**src/rtl/bfs_pkg.sv**
```systemverilog
package bfs_pkg;

    typedef enum logic [1:0] {
        CAUSE_NONE = 2'b00,
        CAUSE_UV   = 2'b01,
        CAUSE_OV   = 2'b10,
        CAUSE_OC   = 2'b11
    } cause_e;

    // positions of the flags in the synchroniser vector
    localparam int IDX_EN   = 0;
    localparam int IDX_AUTO = 1;
    localparam int IDX_SS   = 2;
    localparam int IDX_UV   = 3;
    localparam int IDX_OV   = 4;
    localparam int IDX_REL  = 5;
    localparam int IDX_OC   = 6;
    localparam int IDX_HOT  = 7;
    localparam int IDX_COOL = 8;
    localparam int N_FLAGS  = 9;

endpackage

```
**src/rtl/bfs_sync.sv**
```systemverilog
module bfs_sync #(
    parameter int W = 1
) (
    input  logic         clk,
    input  logic         rst_n,
    input  logic [W-1:0] d_i,
    output logic [W-1:0] q_o
);

    logic [W-1:0] meta_q, meta_d;
    logic [W-1:0] safe_q, safe_d;

    always_comb begin
        meta_d = d_i;
        safe_d = meta_q;
    end

    always_ff @(posedge clk) begin
        if (!rst_n) begin
            meta_q <= '0;
            safe_q <= '0;
        end else begin
            meta_q <= meta_d;
            safe_q <= safe_d;
        end
    end

    assign q_o = safe_q;

endmodule

```
**src/rtl/bfs_debounce.sv**
```systemverilog
module bfs_debounce #(
    parameter int LEN = 16
) (
    input  logic clk,
    input  logic rst_n,
    input  logic flag_i,
    output logic hit_o
);

    localparam int CW = $clog2(LEN + 1);
    localparam logic [CW-1:0] TOP = CW'(LEN);

    logic [CW-1:0] cnt_q, cnt_d;

    always_comb begin
        if (!flag_i)
            cnt_d = '0;
        else if (cnt_q == TOP)
            cnt_d = cnt_q;
        else
            cnt_d = cnt_q + CW'(1);
    end

    always_ff @(posedge clk) begin
        if (!rst_n) cnt_q <= '0;
        else        cnt_q <= cnt_d;
    end

    assign hit_o = (cnt_q == TOP);

    AST_CNT_BOUND: assert property (@(posedge clk) disable iff (!rst_n)
        cnt_q <= TOP);
    AST_CNT_CLEARS: assert property (@(posedge clk) disable iff (!rst_n)
        !flag_i |=> (cnt_q == '0));

endmodule

```
**src/rtl/buck_fault_sup.sv**
```systemverilog
module buck_fault_sup
    import bfs_pkg::*;
#(
    parameter int UV_CYC      = 16,
    parameter int OV_CYC      = 2,
    parameter int RESTART_CYC = 1000
) (
    input  logic       clk,
    input  logic       rst_n,
    input  logic       en_i,
    input  logic       auto_rst_i,
    input  logic       ss_ok_i,
    input  logic       fb_uv_i,
    input  logic       fb_ov_i,
    input  logic       fb_rel_i,
    input  logic       ocp_i,
    input  logic       hot_i,
    input  logic       cool_i,
    output logic       shutdown_o,
    output logic       hs_off_o,
    output logic       ls_on_o,
    output logic       fault_o,
    output logic [1:0] cause_o,
    output logic       ss_restart_o
);

    localparam int TW = (RESTART_CYC > 2) ? $clog2(RESTART_CYC) : 1;
    localparam logic [TW-1:0] T_END = TW'(RESTART_CYC - 1);

    typedef struct packed {
        logic          armed;
        logic          crowbar;
        logic          fault;
        cause_e        cause;
        logic          hot;
        logic [TW-1:0] tmr;
        logic          restart;
    } st_t;

    logic [N_FLAGS-1:0] raw, syn;
    logic en_s, auto_s, ss_s, uv_s, ov_s, rel_s, oc_s, hot_s, cool_s;
    logic uv_hit, ov_hit;
    logic uv_trip, ov_trip, oc_trip, any_trip;
    st_t  s_d, s_q;

    always_comb begin
        raw           = '0;
        raw[IDX_EN]   = en_i;
        raw[IDX_AUTO] = auto_rst_i;
        raw[IDX_SS]   = ss_ok_i;
        raw[IDX_UV]   = fb_uv_i;
        raw[IDX_OV]   = fb_ov_i;
        raw[IDX_REL]  = fb_rel_i;
        raw[IDX_OC]   = ocp_i;
        raw[IDX_HOT]  = hot_i;
        raw[IDX_COOL] = cool_i;
    end

    bfs_sync #(.W(N_FLAGS)) u_sync (
        .clk   (clk),
        .rst_n (rst_n),
        .d_i   (raw),
        .q_o   (syn)
    );

    assign en_s   = syn[IDX_EN];
    assign auto_s = syn[IDX_AUTO];
    assign ss_s   = syn[IDX_SS];
    assign uv_s   = syn[IDX_UV];
    assign ov_s   = syn[IDX_OV];
    assign rel_s  = syn[IDX_REL];
    assign oc_s   = syn[IDX_OC];
    assign hot_s  = syn[IDX_HOT];
    assign cool_s = syn[IDX_COOL];

    bfs_debounce #(.LEN(UV_CYC)) u_uv_deb (
        .clk    (clk),
        .rst_n  (rst_n),
        .flag_i (uv_s),
        .hit_o  (uv_hit)
    );

    bfs_debounce #(.LEN(OV_CYC)) u_ov_deb (
        .clk    (clk),
        .rst_n  (rst_n),
        .flag_i (ov_s),
        .hit_o  (ov_hit)
    );

    always_comb begin
        uv_trip  = en_s && s_q.armed && uv_hit;
        ov_trip  = en_s && s_q.armed && ov_hit;
        oc_trip  = en_s && oc_s;
        any_trip = uv_trip || ov_trip || oc_trip;

        s_d         = s_q;
        s_d.restart = 1'b0;

        // soft-start arming
        if (!en_s)
            s_d.armed = 1'b0;
        else if (ss_s)
            s_d.armed = 1'b1;

        // crowbar: release level wins over a new trip
        if (s_q.crowbar && rel_s)
            s_d.crowbar = 1'b0;
        else if (en_s && ov_hit)
            s_d.crowbar = 1'b1;

        // thermal hysteresis
        if (hot_s)
            s_d.hot = 1'b1;
        else if (cool_s)
            s_d.hot = 1'b0;

        // first-fault code
        if (s_q.cause == CAUSE_NONE && any_trip) begin
            if (oc_trip)
                s_d.cause = CAUSE_OC;
            else if (ov_trip)
                s_d.cause = CAUSE_OV;
            else
                s_d.cause = CAUSE_UV;
        end

        // fault latch and restart timer
        if (!s_q.fault) begin
            s_d.tmr = '0;
            if (any_trip)
                s_d.fault = 1'b1;
        end else if (auto_s) begin
            if (s_q.tmr == T_END) begin
                s_d.fault   = 1'b0;
                s_d.tmr     = '0;
                s_d.restart = 1'b1;
                s_d.armed   = 1'b0;
            end else begin
                s_d.tmr = s_q.tmr + TW'(1);
            end
        end else begin
            s_d.tmr = '0;
        end
    end

    always_ff @(posedge clk) begin
        if (!rst_n) s_q <= '0;
        else        s_q <= s_d;
    end

    assign shutdown_o   = s_q.fault || s_q.hot || !en_s;
    assign hs_off_o     = shutdown_o || s_q.crowbar;
    assign ls_on_o      = s_q.crowbar;
    assign fault_o      = s_q.fault;
    assign cause_o      = s_q.cause;
    assign ss_restart_o = s_q.restart;

    AST_FAULT_NEEDS_ARM: assert property (@(posedge clk) disable iff (!rst_n)
        $rose(s_q.fault) |-> $past(oc_s || s_q.armed));
    AST_CROWBAR_CAUSE: assert property (@(posedge clk) disable iff (!rst_n)
        $rose(s_q.crowbar) |-> $past(ov_hit && en_s));
    AST_LS_WITH_HS_OFF: assert property (@(posedge clk) disable iff (!rst_n)
        ls_on_o |-> hs_off_o);
    AST_CROWBAR_RELEASE: assert property (@(posedge clk) disable iff (!rst_n)
        $fell(s_q.crowbar) |-> $past(rel_s));
    AST_FAULT_STOPS: assert property (@(posedge clk) disable iff (!rst_n)
        s_q.fault |-> (shutdown_o && hs_off_o));
    AST_LATCH_OFF_HOLD: assert property (@(posedge clk) disable iff (!rst_n)
        (s_q.fault && !auto_s) |=> s_q.fault);
    AST_RESTART_PULSE: assert property (@(posedge clk) disable iff (!rst_n)
        s_q.restart |=> !s_q.restart);
    AST_RESTART_CLEARED: assert property (@(posedge clk) disable iff (!rst_n)
        s_q.restart |-> (!s_q.fault && !s_q.armed));
    AST_CAUSE_STICKY: assert property (@(posedge clk) disable iff (!rst_n)
        (s_q.cause != CAUSE_NONE) |=> $stable(s_q.cause));
    AST_HOT_HOLD: assert property (@(posedge clk) disable iff (!rst_n)
        $fell(s_q.hot) |-> $past(cool_s && !hot_s));

endmodule

```
**config.mk**
```make
export PLATFORM = sky130hd
export DESIGN_NAME = buck_fault_sup
export DESIGN_NICKNAME = d
export VERILOG_FILES = /design/src/rtl/bfs_pkg.sv /design/src/rtl/bfs_sync.sv /design/src/rtl/bfs_debounce.sv /design/src/rtl/buck_fault_sup.sv
export SDC_FILE = /design/constraint.sdc
export NUM_CORES = 1
export LEC_CHECK = 0
export CORE_ASPECT_RATIO = 1.25
export CORE_MARGIN = 10
export CORE_UTILIZATION = 45
export DETAILED_ROUTE_END_ITERATION = 8
export PLACE_DENSITY = 0.66
export SLEW_MARGIN = 15
export SYNTH_ARGS = -nofsm -noshare
export SYNTH_HDL_FRONTEND = slang
export SYNTH_SLANG_ARGS = --single-unit
```
**constraint.sdc**
```tcl
create_clock -name clk -period 3.61 [get_ports clk]
set_clock_uncertainty 0.15 [all_clocks]
set_input_delay 0.9025 -clock clk [delete_from_list [all_inputs] [get_ports clk]]
set_output_delay 0.9025 -clock clk [all_outputs]
set_load 0.02 [all_outputs]
```
Yosys cells after proc, flatten, opt, wreduce, memory -nomap -nowiden
Cells that the tools add are included.
{"block": "word_totals", "reg_bits": 42, "input_bits": 11, "out_inout_bits": 7}
{"block": "op_classes", "add_sub_neg": 3, "n_eq_ne": 3, "muxes": 14, "n_bitwise": 3, "reduce_logical": 20}
{"operator": "$mux W1", "count": 12}
{"operator": "$add A10 B1 Y10 const B", "count": 1}
{"operator": "$eq A10 B10 Y1 const B", "count": 1}
{"operator": "$logic_and A1 B1 Y1", "count": 7}
{"operator": "$add A5 B1 Y5 const B", "count": 1}
{"operator": "$eq A5 B5 Y1 const B", "count": 1}
{"operator": "$logic_or A1 B1 Y1", "count": 5}
{"operator": "$mux W2", "count": 2}
{"operator": "$reduce_and A2 Y1", "count": 2}
{"operator": "$reduce_or A4 Y1", "count": 1}
{"operator": "$not A1 Y1", "count": 3}
{"operator": "$reduce_and A3 Y1", "count": 1}
{"operator": "$add A2 B1 Y2 const B", "count": 1}
{"operator": "$eq A2 B2 Y1 const B", "count": 1}
{"operator": "$logic_not A2 Y1", "count": 1}
{"operator": "$reduce_bool A2 Y1", "count": 1}
{"operator": "$reduce_or A2 Y1", "count": 1}
{"operator": "$logic_not A1 Y1", "count": 1}

Depth between registers and ports, before layout
Gate-level depths: netlist (run 1).
{"block": "logic_depth", "ltp_word": 6, "mapped_depth": 5, "ltp_nobuf": 5}

Cells and area by module
From an unflattened synthesis (run 1), not the netlist that was laid out.
{"block": "unflattened", "hier_cells": 156, "hier_area_um2": 1581.5}
{"module": "buck_fault_sup", "n_inst": 1, "cells_per_inst": 84, "area_each_um2": 739.5}
{"module": "bfs_sync", "n_inst": 1, "cells_per_inst": 37, "area_each_um2": 501.7}
{"module": "bfs_debounce (u_uv_deb)", "n_inst": 1, "cells_per_inst": 24, "area_each_um2": 236.5}
{"module": "bfs_debounce (u_ov_deb)", "n_inst": 1, "cells_per_inst": 11, "area_each_um2": 103.8}

Worst setup path before layout (run 1)
No wires, ideal clock.
{"block": "synth_path", "path_type": "register to output", "start": "reg s_q, in the netlist fault_o", "end": "out hs_off_o", "arrival_ns": 1.312, "required_ns": 2.558, "setup_slack_ns": 1.245, "stages_incl_launch_ff": 3, "path_buffers": 0, "path_cell_list": "dfxtp_1 > or3b_2 > or2_2"}
{"block": "synth_via", "elab_chain_cells": 3}
{"item": "start, declared", "line_no": "buck_fault_sup.sv:44", "rtl": "st_t s_d, s_q;"}
{"item": "start signal, assigned", "line_no": "buck_fault_sup.sv:147", "rtl": "if (!rst_n) s_q <= '0;"}
{"item": "start signal, assigned", "line_no": "buck_fault_sup.sv:148", "rtl": "else s_q <= s_d;"}
{"item": "$logic_or A1 B1 Y1 (2 in series)", "line_no": "buck_fault_sup.sv:151", "rtl": "assign shutdown_o = s_q.fault || s_q.hot || !en_s;"}
{"item": "net shutdown_o", "line_no": "buck_fault_sup.sv:19", "rtl": "output logic shutdown_o,"}
{"item": "$logic_or A1 B1 Y1", "line_no": "buck_fault_sup.sv:152", "rtl": "assign hs_off_o = shutdown_o || s_q.crowbar;"}
{"item": "end, declared", "line_no": "buck_fault_sup.sv:20", "rtl": "output logic hs_off_o,"}
The timed path passes the listed nets, and every way through them passes these cells.

Worst setup path after layout (run 1)
{"block": "layout_path", "start": "reg u_sync.safe_q[0] (netlist: u_sync.q_o[0])", "end": "out hs_off_o"}
{"block": "layout_via", "elab_chain_cells": 3}
{"item": "start, declared", "line_no": "bfs_sync.sv:11", "rtl": "logic [W-1:0] safe_q, safe_d;"}
{"item": "start signal, assigned", "line_no": "bfs_sync.sv:21", "rtl": "safe_q <= '0;"}
{"item": "start signal, assigned", "line_no": "bfs_sync.sv:24", "rtl": "safe_q <= safe_d;"}
{"item": "$logic_not A1 Y1", "line_no": "buck_fault_sup.sv:151"}
{"item": "$logic_or A1 B1 Y1", "line_no": "buck_fault_sup.sv:151"}
{"item": "$logic_or A1 B1 Y1", "line_no": "buck_fault_sup.sv:152"}
Every way passes these cells.

==> results by stage, run 1 <==
Run status:
- The flow ran to the end, and the final reports show no timing, DRC or antenna violations.

Synthesis:
- The most frequent cell after synthesis is sky130_fd_sc_hd__dfxtp_1.
- In the synthesized netlist, the cells that appear most often are sky130_fd_sc_hd__dfxtp_1, sky130_fd_sc_hd__and2_1, sky130_fd_sc_hd__nor2_1.
- During synthesis, Yosys emitted a total of 0 warnings.
- Synthesis produced a netlist whose cell count is 153.
- The synthesized netlist net count is 168.
- In this run the cell area of the synthesized design comes to 1567 µm².
- The synthesized design spends more area on one cell type than any other, namely sky130_fd_sc_hd__dfxtp_1.
- Of the synthesized area, sequential elements account for 0.5367.
- Of the post-synthesis cell area, the dominant cell type holds 0.5367.
- In the synthesized netlist the async set-or-reset flop fraction comes to 0.
- The most used flip-flop cell after synthesis is sky130_fd_sc_hd__dfxtp_1.
- In this run, synthesis produced a sequential element count of 42.
- The count of distinct cell types in the synthesized netlist is 38.
- In the post-synthesis netlist, the biggest area contributors are sky130_fd_sc_hd__dfxtp_1, sky130_fd_sc_hd__and2_1, sky130_fd_sc_hd__ha_1.
- The number of enable-type register cells in the synthesized netlist is 0.
- The mean instance size in the synthesized netlist is 10.24 µm².

Global routing:
- The number of global-route vias before repair is 1103.
- For this run, the total global-route usage over all layers was measured as 0.09474.
- The largest net degree at the start of global routing is 29.
- The first global-routing pass estimated 4726 µm of wire.
- The initial antenna violation count was 0.
- The total overflow left after global routing is 0.

Power and ir drop:
- The worst-case IR drop observed on VDD is 0.3248 mV.
- Power comes to 809.3 µW.
- For this design the static power due to leakage is 0.6776 nW.
- The ratio of total power to cell area is 437.9 nW/µm².

Floorplan:
- The starting density of the core is 0.4775.
- The die extent in x is 72.77 µm.
- 18 I/O pins were placed.
- From bottom edge to top edge, the die measures 85.97 µm.
- The die covers 6256 µm².
- The placeable core region is 3281 µm².
- In this run the core area contains 23 standard-cell rows.

Timing:
- Across all setup checks in the final design, the least slack found is 0.5844 ns.
- The hold slack is 0.2805 ns.
- The worst relative slew slack is 0.5387.
- For this run, the top clock speed supported by timing is 330.5 MHz.
- The final-report hold violation count was 0.
- In the finished design, the share of the clock period the worst path needs comes to 0.8381.
- Setup violations remaining at the end of the flow were counted as 0.
- The count of pins over their slew limit is 0.
- Setup repair after global routing left no endpoint under its margin.
- The final period demand of the worst path is 3.026 ns.
- The setup TNS is 0 ns.
- At the pin with the least slew margin, the transition time is 0.6897 ns.

Worst setup path:
- The critical path in this run is classified as flop to output port.
- The worst endpoint data arrival time is 1.97 ns.
- The largest single stage delay on the critical path is 0.54 ns.
- The capture point of the worst reg-to-reg path is u_uv_deb.cnt_q[2]$_SDFFE_PN0P_.
- Across all register-to-register paths, the minimum setup slack is 2.03 ns.
- The largest driver fanout on the critical path is 6.
- The type of origin of the critical path is a flop.
- The number of cells on the worst reg-to-reg path is 5.
- The signal on the critical path passes through or3b_2 -> or2_2 -> clkdlybuf4s50_1.
- Data on the critical path is required at its endpoint by 2.56 ns.
- The library cell contributing the largest single delay on the critical path is sky130_fd_sc_hd__clkdlybuf4s50_1.
- STA classifies the critical path endpoint as an output port.
- The startpoint identified for the worst register-to-register timing path is u_uv_deb.cnt_q[0]$_SDFFE_PN0P_.

Finish:
- At the end of the flow the core is filled with cells to 0.5633.
- The antenna cell count is 0.
- The final layout contains 187 nets.
- Once layout is complete, the cells apart from fillers number 210.
- The layout cell share with drive strength beyond 1 is 0.09827.
- Relative to the synthesized area, the layout overhead comes to 17.97%.
- Counting the fill cells in the layout gives 300.
- The cell area after layout is 1848 µm².

Clocking:
- In this run, CTS created clock tree buffers numbering 5.
- Counting every sink on the clock net gives 42.
- Clock latency on the worst-skew pair, taken at its later pin, is 0.29 ns.
- For this design, the CTS-stage hold fixing added 0 buffers.
- The clock tree root driver cell is sky130_fd_sc_hd__clkbuf_8.
- Buffers added to address setup during post-CTS repair amount to 0.
- TritonCTS built the clock tree.
- The quantity of gates resized following cts is 0.
- CTS built an H-tree with a depth of 2.
- In this run the deepest clock path goes through 2 buffers.
- Clock-pin slew was measured on the worst setup and hold paths at 0.07 ns.

Route:
- For this run, design rule violations remaining after detail routing come to 0.
- Using the TritonRoute via totals, the vias-per-cell ratio works out to 4.990.
- In the final routed layout, each cell accounts on average for 12.06 µm.
- The initial DRC count is 32.
- The remaining number of nets flagged by the antenna check after routing is 0.
- Before antenna repair, the detailed router went through 4 iterations.
- The final route contains 1048 vias.
- For this block, the routed nets add up to 2532 µm of wire.

Min path:
- The path type of the worst min-delay path is flop to flop.
- Counting instances, the worst hold path has a depth of 1.
- In this run the most critical hold path is launched from u_sync.meta_q[1]$_SDFF_PN0_.
- For hold timing, the worst endpoint is u_sync.q_o[1]$_SDFF_PN0_.

Placed design:
- Routability-driven placement finished with a final weighted congestion of 0.7263.
- Summed over all nets, the half-perimeter wirelength after detailed placement is 1890 µm.
- The cell count after placement is 202.
- Before CTS, the worst setup slack after placement is 0.8322 ns.
- The count of buffers added on input and output ports is 17.
- The standard cell area after detailed placement is 1757 µm².

Run:
- Max-cap violations in this run came to 0.
## where the power goes
group	switching [mW]	leakage, nW	internal (mW)
logic	0.0108	0.287	0.0200
registers	0.00409	0.343	0.474
clock network	0.146	0.0482	0.154
## metal layers
layer / global-route usage / vias up / routed length (µm)
li1: - / 557 / -
met3: 0.04498 / 7 / 135
met1: 0.1014 / 468 / 1160
met5: 0 / - / 0
met2: 0.1461 / 16 / 1169
met4: 0.05882 / 0 / 67
## final cells by class
| cell class | count | area, µm² | area share |
|---|---|---|---|
| flip-flops and latches | 42 | 840.8 | 0.4550 |
| repair buffers | 17 | 170.2 | 0.09208 |
| well taps | 37 | 46.29 | 0.02505 |
| multi-input cells | 101 | 680.7 | 0.3683 |
| clock inverters | 1 | 5.005 | 0.002708 |
| inverters | 5 | 18.77 | 0.01016 |
| clock buffers | 7 | 86.33 | 0.04672 |
## critical path, delay by kind of cell, from the launching register on
| family | cells | cell delay (ns) |
|---|---|---|
| buffers and inverters | 1 | 0.54 |
| flip-flops | 1 | 0.39 |
| AND/OR/NAND/NOR | 2 | 0.75 |
## cells in the final DEF (no fill, tap or decap), drive strengths merged, types with 4 or more instances in the layout
| master | synthesis | layout |
|---|---|---|
| a21oi | 8 | 8 |
| nor2 | 13 | 13 |
| clkbuf | 3 | 7 |
| or3 | 5 | 5 |
| and2 | 19 | 19 |
| ha | 4 | 4 |
| inv | 5 | 5 |
| clkdlybuf4s50 | 0 | 17 |
| dfxtp | 42 | 42 |
| xor2 | 5 | 5 |
| nand2 | 6 | 6 |
| nand3 | 6 | 6 |
## state kept, by name (all words and copies together), names as in the netlist
| signal | cells |
|---|---|
| cause_o | 2 |
| u_ov_deb.cnt_q | 2 |
| ss_restart_o | 1 |
| ls_on_o | 1 |
| s_q | 12 |
| u_sync.meta_q | 9 |
| fault_o | 1 |
| u_sync.q_o | 9 |
| u_uv_deb.cnt_q | 5 |
## cell families after synthesis
logic type | Yosys count | share of synthesized area
compound gates | 21 | 0.09344
xor+xnor | 8 | 0.04473
fa+ha+maj | 4 | 0.03195
buf+inv | 10 | 0.02875
flops | 42 | 0.5367
mux | 2 | 0.01278
simple gates | 66 | 0.2516
## worst max path at each step
stage | start | endpoint
floorplan | fault_o$_SDFF_PN0_ | hs_off_o
global placement | rst_n | ss_restart_o$_SDFF_PN0_
detailed placement | rst_n | u_uv_deb.cnt_q[2]$_SDFFE_PN0P_
CTS | u_sync.q_o[0]$_SDFF_PN0_ | hs_off_o
global route | u_sync.q_o[0]$_SDFF_PN0_ | hs_off_o
finish | u_sync.q_o[0]$_SDFF_PN0_ | hs_off_o
Note: power is estimated with default switching activity, not from simulation.
==> run 2: changes to the inputs <==
- clock period: 3.61 -> 3 ns (I/O delays scaled with it)
==> run 2 against run 1 <==
  * Non-clock buffer count grew 1
  * Clock power up 24%
  * Core utilization is 0.31 points higher
  * Critical endpoint unchanged
  * Largest power group unchanged
  * Die area did not move
  * Flip-flop and latch count unchanged
==> results by stage, run 2 (synthesis gave the netlist of run 1 again) <==
Timing:
- The period utilization is 0.9660.
- The actual slew at the worst max-slew pin is 0.4377 ns (was 0.6897 ns).
- Counting I/O delays and the setup requirement, the final critical path takes 2.898 ns.
- The final-report hold violation count is 0 (unchanged).
- The hold slack came to 0.2873 ns (was 0.2805 ns).
- The setup-violating endpoint count in the final report is 0 (unchanged).
- RSZ-0062 raised after global routing: false (unchanged).
- The worst relative slew slack came to 0.7082 (was 0.5387).
- The setup TNS was 0 ns (unchanged).
- The count of pins over their slew limit was 0 (unchanged).
- The final setup slack of the worst path is 0.1019 ns (was 0.5844 ns).
- For this run, the top clock speed supported by timing is 345.1 MHz.

Worst setup path:
- The kind of critical path is flop to output port (unchanged).
- The library cell contributing the largest single delay on the critical path is sky130_fd_sc_hd__clkdlybuf4s50_1 (unchanged).
- The number of buffers and inverters on the critical path was 1 (unchanged).
- The kind of end point of the critical path is an output port (unchanged).
- The type of origin of the critical path is a flop (unchanged).
- The capturing instance or port of the critical path is hs_off_o (unchanged).
- The number of cells traversed by the worst register-to-register path is 5 (unchanged).
- The capture point of the worst reg-to-reg path is fault_o$_SDFF_PN0_ (was u_uv_deb.cnt_q[2]$_SDFFE_PN0P_).
- The required time of the critical path was 2.10 ns (was 2.56 ns).
- The source of the worst register-to-register timing path is u_ov_deb.cnt_q[0]$_SDFFE_PN0P_ (was u_uv_deb.cnt_q[0]$_SDFFE_PN0P_).
- The worst endpoint data arrival time is 2.00 ns (was 1.97 ns).
- The worst stage delay on the critical path is 0.55 ns (was 0.54 ns).
- The start point of the critical path is u_sync.q_o[0]$_SDFF_PN0_ (unchanged).
- The family with the most delay on the worst path is simple AND/OR/NAND/NOR gates (unchanged).
- The slack of the worst reg-to-reg path is 1.42 ns (was 2.03 ns).
- Cells along the critical path: or3b_2 -> or2_2 -> clkdlybuf4s50_1 (unchanged).
- The largest driver fanout on the critical path was 6 (unchanged).
- The cell depth of the worst setup path is 3 (unchanged).

Global routing:
- The first-pass GRT wire length is 4305 µm (was 4726 µm).
- The total grt overflow came to 0 (unchanged).
- The largest net degree at the start of global routing is 21 (was 29).
- The met1 usage was 0.09658 (was 0.1014).
- The met3 track demand over resource in global routing was 0.04152 (was 0.04498).
- The initial antenna violation count is 0 (unchanged).
- The number of global-route vias before repair is 1012 (was 1103).
- The overall fraction of global-route tracks in use is 0.08613 (was 0.09474).
- The global-route track usage on met2 is 0.1303 (was 0.1461).
- The layer with the highest usage after global routing is met2 (unchanged).

Run status:
- Result of the run: completed (unchanged).

Min path:
- The instance count along the most critical hold path came to 1 (unchanged).
- The path type of the worst min-delay path is flop to flop (unchanged).

Finish:
- The layout cell share with drive strength beyond 1 was 0.1092 (was 0.09827).
- The antenna cell count came to 0 (unchanged).
- The count of fill cells added during filler insertion is 302 (was 300).
- The final core area utilization is 0.5664 (was 0.5633).
- The layout-stage area growth over the synthesis result is 18.61% (was 17.97%).
- The final cell count without fillers is 211 (was 210).
- The most frequent standard cell in the layout excluding fill and tap cells is sky130_fd_sc_hd__dfxtp_1 (unchanged).
- The most flop-heavy register is s_q (unchanged).
- The number of nets in the layout is 188 (was 187).
- The number of flip-flops under the largest register name came to 12 (unchanged).
- Most used cells in the layout excluding fill and tap cells: sky130_fd_sc_hd__dfxtp_1, sky130_fd_sc_hd__and2_1, sky130_fd_sc_hd__clkdlybuf4s50_1 (unchanged).

Clocking:
- The clock tree root driver cell is sky130_fd_sc_hd__clkbuf_8 (unchanged).
- The number of buffers inserted to repair setup after CTS is 0 (unchanged).
- The worst-case clock buffer depth is 2 (unchanged).
- The hold buffer count at CTS is 0 (unchanged).
- The clock-pin slew of the registers on the worst-case setup and hold paths came to 0.08 ns (was 0.07 ns).
- The H-tree depth reported by CTS is 2 (unchanged).
- The clock latency at the later pin of the worst-skew pair is 0.30 ns (was 0.29 ns).
- The quantity of gates resized following cts is 0 (unchanged).
- The number of clock sinks seen by CTS is 42 (unchanged).
- The total clock buffers created by CTS is 5 (unchanged).
- The TritonCTS clock tree is done (unchanged).

Placed design:
- The count of input and output buffers came to 17 (unchanged).
- The pre-CTS setup slack is 0.4262 ns (was 0.8322 ns).
- The cell count after placement came to 203 (was 202).
- The placer congestion estimate is 0.6839 (was 0.7263).
- The half-perimeter wire length after placement is 1879 µm (was 1890 µm).

Floorplan:
- The vertical die dimension is 85.97 µm (unchanged).
- The number of rows in the core area was 23 (unchanged).
- The full die area is 6256 µm² (unchanged).
- The die extent in x is 72.77 µm (unchanged).
- The starting density of the core is 0.4775 (unchanged).
- The placeable core region came to 3281 µm² (unchanged).
- The number of top-level pins came to 18 (unchanged).

Route:
- The initial DRC count is 51 (was 32).
- The post-detailed-route DRC marker count is 0 (unchanged).
- The detailed-route wire length per cell is 11.87 µm (was 12.06 µm).
- The via count of the routed design was 1061 (was 1048).
- The remaining number of nets flagged by the antenna check after routing is 0 (unchanged).
- The count of TritonRoute iterations in the first routing pass came to 4 (unchanged).
- The final wirelength is 2504 µm (was 2532 µm).
- The per-cell via count in the routed design is 5.028 (was 4.990).

Run:
- The number of maximum-capacitance violations is 0 (unchanged).

Power and ir drop:
- The ratio of total power to cell area is 530.7 nW/µm² (was 437.9 nW/µm²).
- The leakage component of the power is 0.6789 nW (was 0.6776 nW).
- The worst supply voltage drop on vdd was 0.3584 mV (was 0.3248 mV).
[run 2: worst min-delay path by stage]
stage                                     start                        to  slack (ns)
floorplan           u_sync.meta_q[0]$_SDFF_PN0_  u_sync.q_o[0]$_SDFF_PN0_        0.26
global placement    u_sync.meta_q[8]$_SDFF_PN0_  u_sync.q_o[8]$_SDFF_PN0_        0.27
detailed placement  u_sync.meta_q[6]$_SDFF_PN0_  u_sync.q_o[6]$_SDFF_PN0_        0.27
CTS                 u_sync.meta_q[6]$_SDFF_PN0_  u_sync.q_o[6]$_SDFF_PN0_        0.29
global route        u_sync.meta_q[5]$_SDFF_PN0_  u_sync.q_o[5]$_SDFF_PN0_        0.31
finish              u_sync.meta_q[3]$_SDFF_PN0_  u_sync.q_o[3]$_SDFF_PN0_        0.29
[run 2: report_power, final]
part | internal [mW] | switching [mW]
sequential | 0.570 | 0.00483
combinational | 0.0248 | 0.0136
clock | 0.168 | 0.205
[run 2: area by class of cell]
cell class	count	area, µm²	share of cell area
clock buffers	5	68.82	0.03704
clock inverters	3	25.02	0.01347
inverters	5	18.77	0.01010
multi-input cells	101	680.7	0.3663
flip-flops and latches	42	840.8	0.4525
well taps	37	46.29	0.02492
repair buffers	18	177.7	0.09562
[run 2: worst register-to-register path: cells and delay by family (launching register included)]
| kind | cells | cell delay, ns |
|---|---|---|
| AO/OA/AOI/OAI | 2 | 0.24 |
| adder cells (fa/ha/maj) | 1 | 0.27 |
| buffers and inverters | 1 | 0.05 |
| flip-flops | 1 | 0.36 |
| AND/OR/NAND/NOR | 1 | 0.39 |
[run 2: stage by stage]
step / power, mW / instance area [µm²]
2_1_floorplan: 0.6074 / 1567
3_3_place_gp: 0.6256 / 1764
3_5_place_dp: 0.6273 / 1764
4_1_cts: 0.9988 / 1858
5_1_grt: 1.028 / 1858
6_report: 0.9860 / 1858
[run 2: per-layer routing]
layer / up-vias / share of wire / wire length [µm]
met3: 7 / 0.052 / 130
met5: - / 0 / 0
li1: 561 / - / -
met4: 0 / 0.021 / 52
met1: 479 / 0.47 / 1170
met2: 14 / 0.46 / 1151
